===== config.mk =====
export PLATFORM = sky130hd
export DESIGN_NAME = fetch_gate_sel
export DESIGN_NICKNAME = d
export VERILOG_FILES = /design/src/rtl/fgs_pkg.sv /design/src/rtl/fgs_icount.sv /design/src/rtl/fgs_gate.sv /design/src/rtl/fgs_pick.sv /design/src/rtl/fetch_gate_sel.sv
export SDC_FILE = /design/constraint.sdc
export NUM_CORES = 1
export LEC_CHECK = 0
export ABC_AREA = 1
export BUFFER_PORTS_ARGS = -buffer_cell sky130_fd_sc_hd__buf_4
export CORE_ASPECT_RATIO = 1.1
export CORE_MARGIN = 1
export CORE_UTILIZATION = 50
export CTS_BUF_LIST = sky130_fd_sc_hd__clkbuf_2 sky130_fd_sc_hd__clkbuf_4 sky130_fd_sc_hd__clkbuf_8
export CTS_CLUSTER_SIZE = 25
export DETAILED_ROUTE_END_ITERATION = 10
export GPL_TIMING_DRIVEN = 1
export HOLD_SLACK_MARGIN = 0.12
export PLACE_DENSITY = 0.67
export SETUP_SLACK_MARGIN = 0.5
export SYNTH_ARGS = -nofsm -noshare
export SYNTH_HDL_FRONTEND = slang
export SYNTH_HIERARCHICAL = 1
export SYNTH_SLANG_ARGS = --single-unit

===== constraint.sdc =====
create_clock -name clk -period 13.35 [get_ports clk]
set_input_delay 3.3375 -clock clk [delete_from_list [all_inputs] [get_ports clk]]
set_output_delay 3.3375 -clock clk [all_outputs]
set_load 0.02 [all_outputs]

===== src/rtl/fgs_pkg.sv =====
package fgs_pkg;

   typedef enum logic [1:0] {
      CNT_HOLD = 2'd0,
      CNT_UP   = 2'd1,
      CNT_DOWN = 2'd2
   } cnt_op_e;

   // Opposing strobes in the same cycle cancel.
   function automatic cnt_op_e cnt_op(input logic up, input logic dn);
      if (up && !dn)      return CNT_UP;
      else if (dn && !up) return CNT_DOWN;
      else                return CNT_HOLD;
   endfunction

endpackage


===== src/rtl/fgs_icount.sv =====
module fgs_icount
   import fgs_pkg::*;
#(
   parameter int CNT_MAX = 31,
   parameter int CNT_W   = $clog2(CNT_MAX + 1)
) (
   input  logic             clk,
   input  logic             rst_n,
   input  logic             up,
   input  logic             dn,
   output logic [CNT_W-1:0] cnt
);

   always_ff @(posedge clk) begin
      if (!rst_n) begin
         cnt <= '0;
      end else begin
         case (cnt_op(up, dn))
            CNT_UP:   if (cnt != CNT_W'(CNT_MAX)) cnt <= cnt + 1'b1;
            CNT_DOWN: if (cnt != '0) cnt <= cnt - 1'b1;
            default:  ;
         endcase
      end
   end

endmodule


===== src/rtl/fgs_gate.sv =====
module fgs_gate #(
   parameter int DLY_W      = 8,
   parameter int FE_DEPTH   = 5,
   parameter int DLY_THRESH = 8
) (
   input  logic             clk,
   input  logic             rst_n,
   input  logic             load,
   input  logic [DLY_W-1:0] dly,
   input  logic             resolve,
   output logic             held
);

   logic [DLY_W-1:0] tmr;
   logic             arm;

   // Short predicted stalls never gate.
   assign arm = load && (dly >= DLY_W'(DLY_THRESH));

   always_ff @(posedge clk) begin
      if (!rst_n) begin
         held <= 1'b0;
         tmr  <= '0;
      end else if (arm) begin
         // Release ahead of stall end by the front-end depth.
         held <= 1'b1;
         tmr  <= dly - DLY_W'(FE_DEPTH);
      end else if (resolve) begin
         held <= 1'b0;
         tmr  <= '0;
      end else if (held) begin
         tmr <= tmr - 1'b1;
         if (tmr == DLY_W'(1)) held <= 1'b0;
      end
   end

endmodule


===== src/rtl/fgs_pick.sv =====
module fgs_pick #(
   parameter int NTHR  = 4,
   parameter int CNT_W = 5,
   parameter int TID_W = $clog2(NTHR)
) (
   input  logic [NTHR-1:0]       elig,
   input  logic [NTHR*CNT_W-1:0] cnts,
   input  logic [TID_W-1:0]      start,
   output logic [NTHR-1:0]       onehot,
   output logic                  found,
   output logic [TID_W-1:0]      win
);

   logic [CNT_W-1:0] best;
   logic [CNT_W-1:0] cur;

   // Walk threads in rotation order from start; strict less-than keeps
   // the earliest thread in rotation order among equal counts.
   always_comb begin
      int idx;
      onehot = '0;
      found  = 1'b0;
      win    = '0;
      best   = '0;
      cur    = '0;
      for (int k = 0; k < NTHR; k++) begin
         idx = int'(start) + k;
         if (idx >= NTHR) idx = idx - NTHR;
         cur = cnts[idx*CNT_W +: CNT_W];
         if (elig[idx] && (!found || cur < best)) begin
            found = 1'b1;
            best  = cur;
            win   = TID_W'(idx);
         end
      end
      if (found) onehot[win] = 1'b1;
   end

endmodule


===== src/rtl/fetch_gate_sel.sv =====
module fetch_gate_sel
   import fgs_pkg::*;
#(
   parameter int NTHR        = 4,
   parameter int CNT_MAX     = 31,
   parameter int DLY_W       = 8,
   parameter int FE_DEPTH    = 5,
   parameter int DLY_THRESH  = 8,
   parameter int ROTATE_TIES = 1,
   localparam int TID_W      = $clog2(NTHR),
   localparam int CNT_W      = $clog2(CNT_MAX + 1)
) (
   input  logic             clk,
   input  logic             rst_n,
   input  logic [NTHR-1:0]  inc,
   input  logic [NTHR-1:0]  dec,
   input  logic             gate_req,
   input  logic [TID_W-1:0] gate_tid,
   input  logic [DLY_W-1:0] gate_dly,
   input  logic [NTHR-1:0]  resolve,
   output logic [NTHR-1:0]  grant,
   output logic             grant_vld
);

   if (NTHR < 2)                      $error("NTHR must be at least 2");
   if (CNT_MAX < 1)                   $error("CNT_MAX must be at least 1");
   if (DLY_THRESH <= FE_DEPTH)        $error("DLY_THRESH must exceed FE_DEPTH");
   if (DLY_THRESH >= (1 << DLY_W))    $error("DLY_THRESH does not fit DLY_W");

   logic [NTHR*CNT_W-1:0] cnt_flat;
   logic [NTHR-1:0]       gate_q;
   logic [TID_W-1:0]      rr_q;
   logic [TID_W-1:0]      win;
   logic                  found;

   for (genvar t = 0; t < NTHR; t++) begin : g_thr
      fgs_icount #(.CNT_MAX(CNT_MAX), .CNT_W(CNT_W)) u_cnt (
         .clk   (clk),
         .rst_n (rst_n),
         .up    (inc[t]),
         .dn    (dec[t]),
         .cnt   (cnt_flat[t*CNT_W +: CNT_W])
      );

      fgs_gate #(.DLY_W(DLY_W), .FE_DEPTH(FE_DEPTH), .DLY_THRESH(DLY_THRESH)) u_gate (
         .clk     (clk),
         .rst_n   (rst_n),
         .load    (gate_req && (gate_tid == TID_W'(t))),
         .dly     (gate_dly),
         .resolve (resolve[t]),
         .held    (gate_q[t])
      );
   end

   fgs_pick #(.NTHR(NTHR), .CNT_W(CNT_W), .TID_W(TID_W)) u_pick (
      .elig   (~gate_q),
      .cnts   (cnt_flat),
      .start  (rr_q),
      .onehot (grant),
      .found  (found),
      .win    (win)
   );

   assign grant_vld = found;

   if (ROTATE_TIES != 0) begin : g_rotate
      always_ff @(posedge clk) begin
         if (!rst_n)     rr_q <= '0;
         else if (found) rr_q <= (win == TID_W'(NTHR - 1)) ? '0 : win + 1'b1;
      end
   end else begin : g_fixed
      assign rr_q = '0;
   end

endmodule


# After elaboration in Yosys (flattened, before gate mapping)
# Index checks and enable logic that the tools add are counted.
[totals] ff_bits=58 latch_bits=0 ram_bits=0 mem_bits_ro=0 in_bits=25 output_inout_bits=5 n_memories=0
[classes] n_addsub=21 mul=4 n_div=0 n_lt_le_gt_ge=14 n_eq_ne=28 n_shift=4 n_mux=83 bitwise=1 n_reduce_logical=51
[op_table] op="less-than comparator 32 x 4 -> 1 bit (second input constant)" count=4
[op_table] op="multiplier 32 x 4 -> 32 bit (second input constant)" count=4
[op_table] op="two-way mux 32 bit" count=4
[op_table] op="variable part select 20 x 32 -> 5 bit" count=4
[op_table] op=">= comparator 32 x 4 -> 1 bit (second input constant)" count=3
[op_table] op="two-way mux 8 bit" count=12
[op_table] op="subtractor 32 x 4 -> 32 bit (second input constant)" count=3
[op_table] op="two-way mux 5 bit" count=11
[op_table] op="case mux 5 bit (2 select lines)" count=4
[op_table] op="two-way mux 2 bit" count=17
[op_table] op="equality test 8 x 1 -> 1 bit (second input constant)" count=4
[op_table] op="subtractor 8 x 1 -> 8 bit (second input constant)" count=4
[op_table] op="two-way mux 1 bit" count=29
[op_table] op="adder 5 x 1 -> 5 bit (second input constant)" count=4
[op_table] op="logical AND 1 bit" count=20
[op_table] op="inequality test 5 bit (second input constant)" count=4
[op_table] op="nonzero test 5 bit" count=4
[op_table] op="subtractor 5 x 1 -> 5 bit (second input constant)" count=4
[op_table] op="inequality test 2 x 1 -> 1 bit (second input constant)" count=8
[op_table] op="less-than comparator 5 bit" count=3
[op_table] op="equality test 2 bit (second input constant)" count=7
[op_table] op="AND reduction 3 bit" count=4
[op_table] op="nonzero test 3 bit" count=4
[op_table] op="logical NOT 1 bit" count=11
[op_table] op="17 further kinds" count=30

# Longest topological paths before layout
# Gate-level depths: netlist (run 1).
[logic_depth] word_depth=23 ltp_mapped=47 mapped_depth_nobuf=43

# Cells and area by module
# Netlist (run 1), hierarchy kept.
[by_module_without_submodules] mod="fgs_gate" instances=4 cells_per_inst=124 area_each_um2=782.0 seq_area_each_um2=180.2
[by_module_without_submodules] mod="fgs_pick" instances=1 cells_per_inst=461 area_each_um2=2434.8 seq_area_each_um2=0.0
[by_module_without_submodules] mod="fgs_icount" instances=4 cells_per_inst=68 area_each_um2=436.7 seq_area_each_um2=100.1
[by_module_without_submodules] mod="fetch_gate_sel" instances=1 cells_per_inst=22 area_each_um2=136.4 seq_area_each_um2=40.0

# Worst setup path after synthesis (run 1)
# No wires, ideal clock.
[synth_path] path_kind="register -> output" startpoint="register rr_q[0]" endpoint="output port grant[0]" t_arrival_ns=6.200 required_time_ns=10.012 slack_ns=3.812 path_stages_with_launch=44 n_path_buf=6 path_cell_list="dfxtp_1 -> inv_2 -> buf_4 -> buf_6 -> clkbuf_1 -> ha_1 -> inv_2 -> buf_2 -> nor3_1 -> ha_1 -> nor2_1 -> inv_1 -> a21oi_1 -> o2111ai_1 -> o21ai_0 -> ha_1 -> nand2_1 -> nor2_1 -> [... 8 more ...] -> nor2_1 -> a211oi_1 -> nand2_1 -> nand2_2 -> nand2_2 -> buf_6 -> nand2_1 -> o21ai_0 -> ha_1 -> a21oi_1 -> nor2_1 -> a211oi_1 -> nand2_2 -> nand2_4 -> nand2_4 -> nand2_2 -> nand2_4 -> nor2_1"
[synth_between] elab_chain_cells=23 elab_cells_between_ends=64 classes_between="add/sub (7); mul (4); order compare (9); shift (4); mux (30); reduce/logical (10)"
[synth_lines] element="start, declared" line="fetch_gate_sel.sv:32" text="logic [TID_W-1:0] rr_q;"
[synth_lines] element="start signal, assigned" line="fetch_gate_sel.sv:69" text="else if (found) rr_q <= (win == TID_W'(NTHR - 1)) ? '0 : win + 1'b1;"
[synth_lines] element="branches (longest 17 deep; another with subtractor 32 x 4 -> 32 bit)"
[synth_lines] element="two-way mux 2 bit (*)" line="fgs_pick.sv:30" text="if (elig[idx] && (!found || cur < best)) begin"
[synth_lines] element="net win[1]" line="fetch_gate_sel.sv:33" text="logic [TID_W-1:0] win;"
[synth_lines] element="less-than comparator 2 x 3 -> 1 bit (not written as such) / >= comparator 2 x 1 -> 1 bit (equally long branches)" line="fgs_pick.sv:36" text="if (found) onehot[win] = 1'b1;"
[synth_lines] element="logical AND 1 bit (not written as such)" line="fgs_pick.sv:36"
[synth_lines] element="two-way mux 1 bit (not written as such)" line="fgs_pick.sv:36"
[synth_lines] element="demux 1 bit (select 2 bit) (*)"
[synth_lines] element="two-way mux 4 bit (*)" line="fgs_pick.sv:36"
[synth_lines] element="end, declared" line="fetch_gate_sel.sv:21" text="output logic [NTHR-1:0] grant,"
# Mark *: on every way through the listed nets, which the timed path passes. The select of a mux whose other input is x is not followed.

# Worst setup path after layout (run 1)
[layout_path] startpoint="register rr_q[1]" endpoint="output port grant[0]"
# The elaborated chain is that of the path after synthesis.

==> results.md, run 1 <==
- Relative to the synthesized area, the layout overhead comes to 6.76%.
- The count of endpoints failing hold in the final timing report came to 0.
- The cell taking the most area after synthesis is sky130_fd_sc_hd__dfxtp_1.
- The average instance in the mapped netlist occupies roughly 6.0 µm².
- The number of pins exceeding their max-slew limit in the final report is 0.
- The path depth of the worst reg2reg path is 39.
- The startpoint identified for the worst register-to-register timing path is rr_q[1]$_SDFFE_PN0P_.
- Of the cells placed in the final design, the portion with a size suffix greater than 1 is 0.122.
- The async set or reset register ratio after synthesis is 0.
- After floorplanning, the core was divided into 46 placement rows.
- Along the worst hold path, the cell count comes to 2.
- Before antenna repair, the detailed router went through 5 iterations.
- Of the available clock period, the critical path in the final layout requires 0.820.
- Clock-pin slew was measured on the worst setup and hold paths at 70 ps.
- Yosys mapped a number of flops with a built-in enable equal to 0.
- The first-iteration detailed-routing DRC count is 658.
- Buffers inserted to repair hold after CTS numbered 0.
- Max-cap violations in this run came to 0.
- 30 I/O pins were placed.
- The number of design rule violations left after detail routing is 0.
- The synthesis-stage register bit count is 58.
- The critical path class is flop to output pin.
- In the post-synthesis netlist, the cell with the most instances is sky130_fd_sc_hd__nand2_1.
- The number of vias per cell after detailed routing is 5.38.
- The CTS sink count is between 50 and 60.
- STA classifies the critical path endpoint as an output pin.
- For this configuration, the core starts out at a cell density of 0.513.
- From left edge to right edge, the die measures ~120 µm.
- The startpoint type of the worst setup path is a flop.
- Clock latency on the worst-skew pair, taken at its later pin, is between 300 and 400 ps.
- The first-pass GRT wire length is between 30000 and 40000 µm.
- Setup repair after global routing left no endpoint under its margin.
- The slowest stage of the critical path belongs to the cell sky130_fd_sc_hd__dfxtp_1.
- Yosys attributes the largest share of cell area to sky130_fd_sc_hd__dfxtp_1 (16%), sky130_fd_sc_hd__nand2_1 (15%), sky130_fd_sc_hd__inv_1 (8.5%).
- The commonest cells after synthesis are sky130_fd_sc_hd__nand2_1 (300), sky130_fd_sc_hd__inv_1 (168), sky130_fd_sc_hd__nor2_1 (129), sky130_fd_sc_hd__nand3_1 (101), sky130_fd_sc_hd__o21ai_0 (81).
- The die outline area is approximately 15000 µm².
- The post-cts resize count is 0.
- The total via count after detailed routing is 7874.
- Counting distinct cell types in the post-synthesis netlist gives 53.
- The max-slew headroom at the worst pin is 0.316.
- The most used flip-flop cell after synthesis is sky130_fd_sc_hd__dfxtp_1.
- The total global routing overflow is 0.
- 0 antenna diodes ended up in the layout.
- Setup violations remaining at the end of the flow were counted as 0.
- Synthesis produced a netlist whose cell count is 1251.
- The total chip power is 2.12 mW.
- The register-to-register setup slack is around 5800 ps.
- The number of levels in the clock H-tree is 3.
- In the final routed layout, each cell accounts on average for 13.3 µm.
- Detailed placement ended at an HPWL of about 15000 µm.
- The start point of the worst hold path is g_thr[3].u_gate/tmr[7]$_SDFFE_PN0P_.
- The path class of the tightest hold or removal check is flop to flop.
- For the finished layout, the period the worst path requires is 10940 ps.
- The share of the Yosys chip area taken by registers is 0.156.
- Measured along the y axis, the die boundary spans 130 µm.
- Entering global routing, the biggest net connects 59 pins.
- The worst clock skew is 5.85 ps.
- The post-synth design cell area is 7450 µm².
- The final weighted congestion in routability-driven placement is ~0.93.
- The largest voltage drop on the vdd net is 265 µV.
- The number of buffers inserted by port buffering is 29.
- At the end of the flow the core is filled with cells to 0.548.
- The largest single stage delay on the critical path is 1000 ps.
- The power per cell area is 266 nW/µm².
- The fraction of post-synthesis cell area in the top cell type by area is 0.156.
- The clock passes through at most 2 buffers.
- The maximum net fanout on the critical path is 28.
- Synthesis produced a netlist with a net count of 1326.
- STA puts the critical path data arrival time at 7600 ps.
- At the worst endpoint, the required time is 10010 ps.
- The core region is 14500 µm².
- The endpoint identified for the worst register-to-register timing path is rr_q[1]$_SDFFE_PN0P_.
- The via count of the first global-routing pass was 7013.
- After clock tree synthesis, the setup repair step added 0 buffers.
- The final net count is between 1000 and 1500.
- The total number of yosys warnings is 6.
- The buffer type at the clock tree root is sky130_fd_sc_hd__clkbuf_8.
- In this run, CTS created clock tree buffers numbering 9.
- The analysis attributes to cell leakage a power of about 4 nW.
- The slew at the pin closest to its max-slew limit is 1020 ps.
- Adding up every negative setup slack in the final design gives 0 ps.
- After detailed routing, the total wire length is 19500 µm.
- The fmax is 91.4 MHz.
- Across every metal layer, demand over resource in global routing totals 0.258.
- The clock tree from TritonCTS is built.
- The worst hold path terminates at g_thr[3].u_gate/tmr[7]$_SDFFE_PN0P_.
- The initial antenna violation count is 0.
- Once detail routing completed, the nets flagged for antenna violations numbered 0.
- The flow ran to the end, and the final reports show no timing, DRC or antenna violations.
## metrics by stage
| step | std cells | hold WS, ps | cell area, µm² | setup WS, ps |
|---|---|---|---|---|
| floorplan | 1251 | 486 | 7450 | 3810 |
| global placement | 1450 | 523 | 7750 | 3060 |
| detailed placement | 1450 | 530 | 7750 | 2850 |
| CTS | 1464 | 547 | 7950 | 2450 |
| global route | 1464 | 580 | 7950 | 1520 |
| finish | 1464 | 542 | 7950 | 2410 |
## registers in the layout, indices dropped and copies added, names as in the netlist
| name | cells |
|---|---|
| g_thr.u_gate/tmr | 32 |
| g_thr.u_cnt/cnt | 20 |
| g_thr.u_gate/held | 4 |
| rr_q | 2 |
## power breakdown
group / switching [mW] / total, mW / internal (mW)
Combinational: 1.09 / 1.71 / 0.620
Sequential: 0.0425 / 0.239 / 0.196
Clock: 0.0716 / 0.168 / 0.0965
## logic make-up (layout without fill, tap and decap cells)
kind of cell,count (synthesis),count (layout),synth area share
AOI/OAI and AO/OA,254,254,0.201
xor gates and xnor gates,22,22,0.0259
adders and majority gates,50,50,0.0850
buffers and inverters,212,233,0.118
DFF,58,58,0.156
and+or+nand+nor,655,655,0.414
## placed cells by master (no fill, tap or decap), drive strengths merged, types with 6 or more instances in the layout
cell type / n
nand2: 340
inv: 180
nor2: 147
o21ai: 137
nand3: 110
a21oi: 59
dfxtp: 58
ha: 49
buf: 30
nand4: 23
nor3: 14
xor2: 13
clkbuf: 12
nand3b: 9
o21bai: 9
xnor2: 9
clkinv: 9
o211ai: 8
or2: 8
a31oi: 7
o22ai: 6
## metal layers
metal	part of all wire	routed length (µm)	GRT usage	up-vias
li1	-	-	-	4141
met1	0.46	9010	0.331	3477
met2	0.46	8900	0.436	208
met3	0.049	959	0.0315	48
met4	0.030	592	0.115	0
met5	0	0	0	-
## worst max-delay path by stage
stage / from / to / slack, ps / cells after the start
floorplan: rr_q[0]$_SDFFE_PN0P_ / grant[0] / 3810 / 43
global placement: rr_q[1]$_SDFFE_PN0P_ / grant[1] / 3060 / 37
detailed placement: rr_q[1]$_SDFFE_PN0P_ / grant[0] / 2850 / 37
CTS: rr_q[1]$_SDFFE_PN0P_ / grant[0] / 2450 / 37
global route: rr_q[1]$_SDFFE_PN0P_ / grant[0] / 1520 / 38
finish: rr_q[1]$_SDFFE_PN0P_ / grant[0] / 2410 / 38
## area by class of cell
| type | instances | area (µm²) |
|---|---|---|
| Sequential cell | 58 | 1160 |
| Clock inverter | 2 | 37.5 |
| Tap cell | 192 | 240 |
| Fill cell | 1530 | 6560 |
| Timing Repair Buffer | 30 | 225 |
| Inverter | 189 | 719 |
| Clock buffer | 12 | 159 |
| Multi-Input combinational cell | 981 | 5410 |
## critical path: cells and delay by family (launching register included)
| family | cells | cell delay, ps |
|---|---|---|
| DFF | 1 | 1000 |
| and+or+nand+nor | 19 | 1830 |
| buffers and inverters | 4 | 880 |
| AOI/OAI and AO/OA | 10 | 1620 |
| adders and majority gates | 5 | 1930 |
(Power assumes the default switching activity.)
==> inputs of run 2 (changes only) <==
--- a/config.mk
+++ b/config.mk
@@ -15,7 +15,7 @@
 export DETAILED_ROUTE_END_ITERATION = 10
 export GPL_TIMING_DRIVEN = 1
 export HOLD_SLACK_MARGIN = 0.12
-export PLACE_DENSITY = 0.67
+export PLACE_DENSITY = 0.69
 export SETUP_SLACK_MARGIN = 0.5
 export SYNTH_ARGS = -nofsm -noshare
 export SYNTH_HDL_FRONTEND = slang
==> constraint.sdc (replaced) <==
create_clock -name clk -period 9.4 [get_ports clk]
set_input_delay 2.35 -clock clk [delete_from_list [all_inputs] [get_ports clk]]
set_output_delay 2.35 -clock clk [all_outputs]
set_load 0.02 [all_outputs]
==> run 2 against run 1 <==
Clock power grew 30%. Non-clock buffer count grew 6. Final cell count grew 0.55%. Total power grew 48%. Largest cell class unchanged.
==> results.md, run 2 (synthesis results as in run 1) <==
- The flow ran to the end, and the final reports show no timing, DRC or antenna violations.
- The number of buffers inserted by port buffering is 29 (unchanged).
- The count of endpoints failing hold in the final timing report is 0 (unchanged).
- The library cell used most frequently in the layout, excluding fill and tap cells, is sky130_fd_sc_hd__nand2_1.
- The standard cell with the maximum stage delay on the critical path is sky130_fd_sc_hd__dfxtp_4.
- The largest registers in the layout are g_thr.u_gate/tmr (32), g_thr.u_cnt/cnt (20), g_thr.u_gate/held (4).
- The max-slew headroom at the worst pin is 0.574 (+0.257).
- The switching share of total power was 0.574 (+0.00566).
- The area overhead of the layout relative to synthesis is 8.49%.
- The total wirelength of the detailed-routed design is 19800 µm (+1.6%).
- The startpoint type of the worst setup path is a flop.
- The number of design rule violations left after detail routing is 0 (unchanged).
- The maximum buffer depth of the clock tree came to 2 (unchanged).
- TritonCTS built the clock tree.
- The routed wirelength normalized by instance count came to 13.4 µm (+1.1%).
- The hold-critical path depth was 2 (unchanged).
- The proportion of power drawn by the clock network is 0.070 (-0.009).
- The launching element of the worst setup path is rr_q[0]$_SDFFE_PN0P_.
- The count of endpoints failing setup in the final report is 0 (unchanged).
- The net switching power figure came to 1.80 mW (+50%).
- The fraction of the cycle the final worst path needs is 0.880.
- The accumulated negative setup slack came to 0 ps (unchanged).
- The combined area of the multi-input logic cells is 5440 µm² (+0.67%).
- The clock latency on the worst-skew pair came to 360 ps (+20 ps).
- The final net count is 1350 (+0.45%).
- The slew at the pin closest to its max-slew limit is 638 ps (-387 ps).
- The number of maximum-capacitance violations is 0 (unchanged).
- The register-to-register setup slack is 3510 ps (-2270 ps).
- The boundary pin count came to 30 (unchanged).
- The leakage power figure was 3.95 nW (+1.1%).
- The via count of the first global-routing pass came to 7338 (+4.6%).
- The total via count after detailed routing is 7998 (+1.6%).
- The number of levels in the clock H-tree was 3 (unchanged).
- The class of the tightest hold or removal check is flop to flop.
- The height of the chip was 130 µm (unchanged).
- The die outline area is 15400 µm² (unchanged).
- The CTS sink count is 58 (unchanged).
- The arrival time at the worst endpoint came to 5920 ps (-1680 ps).
- The first-iteration detailed-routing DRC count is 528 (-20%).
- The largest voltage drop on the vdd net is 367 µV (+38%).
- The power per cell area was 389 nW/µm² (+46%).
- The end-of-flow core utilization is 0.557 (+0.00889).
- The number of pins exceeding their max-slew limit in the final report is 0 (unchanged).
- The register with the highest flop count is g_thr.u_gate/tmr.
- The maximum net fanout on the critical path is 17 (-39%).
- The detailed-router iteration count before antenna repair is 5 (unchanged).
- The half-perimeter wire length after placement was 14600 µm (-1.7%).
- The endpoint type of the worst setup path is an output pin.
- The area used by sequential logic in the layout is 1170 µm² (+0.32%).
- The placement row count is 46 (unchanged).
- The setup path with the least slack is of type flop to output pin.
- The share of final-layout standard cells stronger than drive strength 1 is 0.131 (+0.00939).
- The starting utilization of the core area is 0.513 (unchanged).
- The worst clock skew was 8.99 ps (+3.14 ps).
- The number of vias per cell after detailed routing is 5.43 (+1.0%).
- The final weighted congestion in routability-driven placement is 0.963 (+3.3%).
- The largest net degree at the start of global routing came to 59 (unchanged).
- The endpoint identified for the worst register-to-register timing path is rr_q[1]$_SDFFE_PN0P_.
- The portion of total power attributed to sequential cells is 0.105 (-0.008).
- The TritonCTS buffer count is 9 (unchanged).
- The proportion of power drawn by combinational gates is 0.825 (+0.017).
- The most critical setup path has its endpoint at grant[2].
- The path depth of the worst reg2reg path is 40 (+2.6%).
- The library cells used most frequently in the layout, excluding fill and tap cells, are sky130_fd_sc_hd__nand2_1 (300), sky130_fd_sc_hd__inv_1 (168), sky130_fd_sc_hd__nor2_1 (129), sky130_fd_sc_hd__nand3_1 (101), sky130_fd_sc_hd__o21ai_0 (76).
- The buffer type at the clock tree root is sky130_fd_sc_hd__clkbuf_8.
- The number of fillers in the final layout is 1532 (+0.13%).
- The worst register-to-register path begins at rr_q[0]$_SDFFE_PN0P_.
- The delay contributed by the slowest stage of the critical path was 420 ps (-580 ps).
- The core outline area came to 14500 µm² (unchanged).
- The width of the die is 118 µm (unchanged).
- The total chip power is 3.14 mW (+48%).
- Timing would allow up to 121 MHz.
- The global-route usage over all layers is 0.259 (+0.00149).
- The first-pass GRT wire length is 32900 µm (+0.42%).
- The clock period minus worst slack is 8270 ps.
- The number of flip-flops in the largest register is 32 (unchanged).
- Setup repair after global routing left no endpoint under its margin.
- The clock-pin transition on the worst setup and hold timing paths came to 80 ps (about the same).
- The residual antenna-violating net count after detailed routing is 0 (unchanged).
- The count of antenna diodes in the layout came to 0 (unchanged).
- The internal power was 1.34 mW (+46%).
- The required time at the endpoint of the critical path is 7050 ps (-2960 ps).
- The cell occurring most often along the worst timing path is sky130_fd_sc_hd__nand2_1.
- The initial antenna violation count is 0 (unchanged).
- The total global routing overflow is 0 (unchanged).
## run 2: per-layer routing
layer  routed length (µm)  track usage
met1                 8780        0.307
met2                 9300        0.460
met3                 1000       0.0380
met4                  702        0.131
met5                    0            0
## run 2: metrics by stage
| stage | cells | hold slack [ps] | cell area, µm² | setup slack, ps |
|---|---|---|---|---|
| after floorplan | 1251 | 486 | 7450 | 850 |
| after global placement | 1453 | 519 | 7770 | 1120 |
| after detailed placement | 1453 | 529 | 7770 | 949 |
| after CTS | 1469 | 546 | 7950 | 506 |
| after global routing | 1472 | 571 | 8080 | 505 |
| final | 1472 | 541 | 8080 | 1130 |
## run 2: power by group through the flow
stage	Combinational, mW	Clock (mW)	Sequential (mW)
2_1_floorplan	1.93	0	0.316
6_report	2.59	0.219	0.330
3_5_place_dp	2.45	0	0.329
3_3_place_gp	2.41	0	0.329
5_1_grt	2.92	0.237	0.336
4_1_cts	2.45	0.228	0.323
## run 2: repair_timing
item | CTS | global route
resized for setup | 0 | 23
setup buffers | 0 | 1
endpoints found under the setup margin | 0 | 4
hold buffers | 0 | 0
## run 2: layout make-up
class,instances,area share
Sequential cell,58,0.144
Tap cell,192,0.0297
Clock buffer,9,0.0153
Multi-Input combinational cell,981,0.674
Timing Repair Buffer,36,0.0409
Clock inverter,7,0.00666
Inverter,189,0.0894
## run 2: worst min-delay path by stage
stage                                           to  slack (ps)                           startpoint
4_1_cts        g_thr[0].u_gate/tmr[7]$_SDFFE_PN0P_         550  g_thr[0].u_gate/tmr[7]$_SDFFE_PN0P_
6_report       g_thr[0].u_gate/tmr[7]$_SDFFE_PN0P_         540  g_thr[0].u_gate/tmr[7]$_SDFFE_PN0P_
3_3_place_gp    g_thr[1].u_cnt/cnt[0]$_SDFFE_PN0P_         520   g_thr[1].u_cnt/cnt[0]$_SDFFE_PN0P_
5_1_grt        g_thr[2].u_gate/tmr[7]$_SDFFE_PN0P_         570  g_thr[2].u_gate/tmr[7]$_SDFFE_PN0P_
3_5_place_dp    g_thr[1].u_cnt/cnt[0]$_SDFFE_PN0P_         530   g_thr[1].u_cnt/cnt[0]$_SDFFE_PN0P_
2_1_floorplan   g_thr[1].u_cnt/cnt[0]$_SDFFE_PN0P_         490   g_thr[1].u_cnt/cnt[0]$_SDFFE_PN0P_
## run 2: worst max-delay path: cells and delay by family (launching register included)
family | cells | cell delay, ps
flip-flops | 1 | 420
AND/OR/NAND/NOR | 20 | 1750
AO/OA/AOI/OAI | 10 | 1300
adder cells (fa/ha/maj) | 5 | 1580
buffers and inverters | 5 | 500
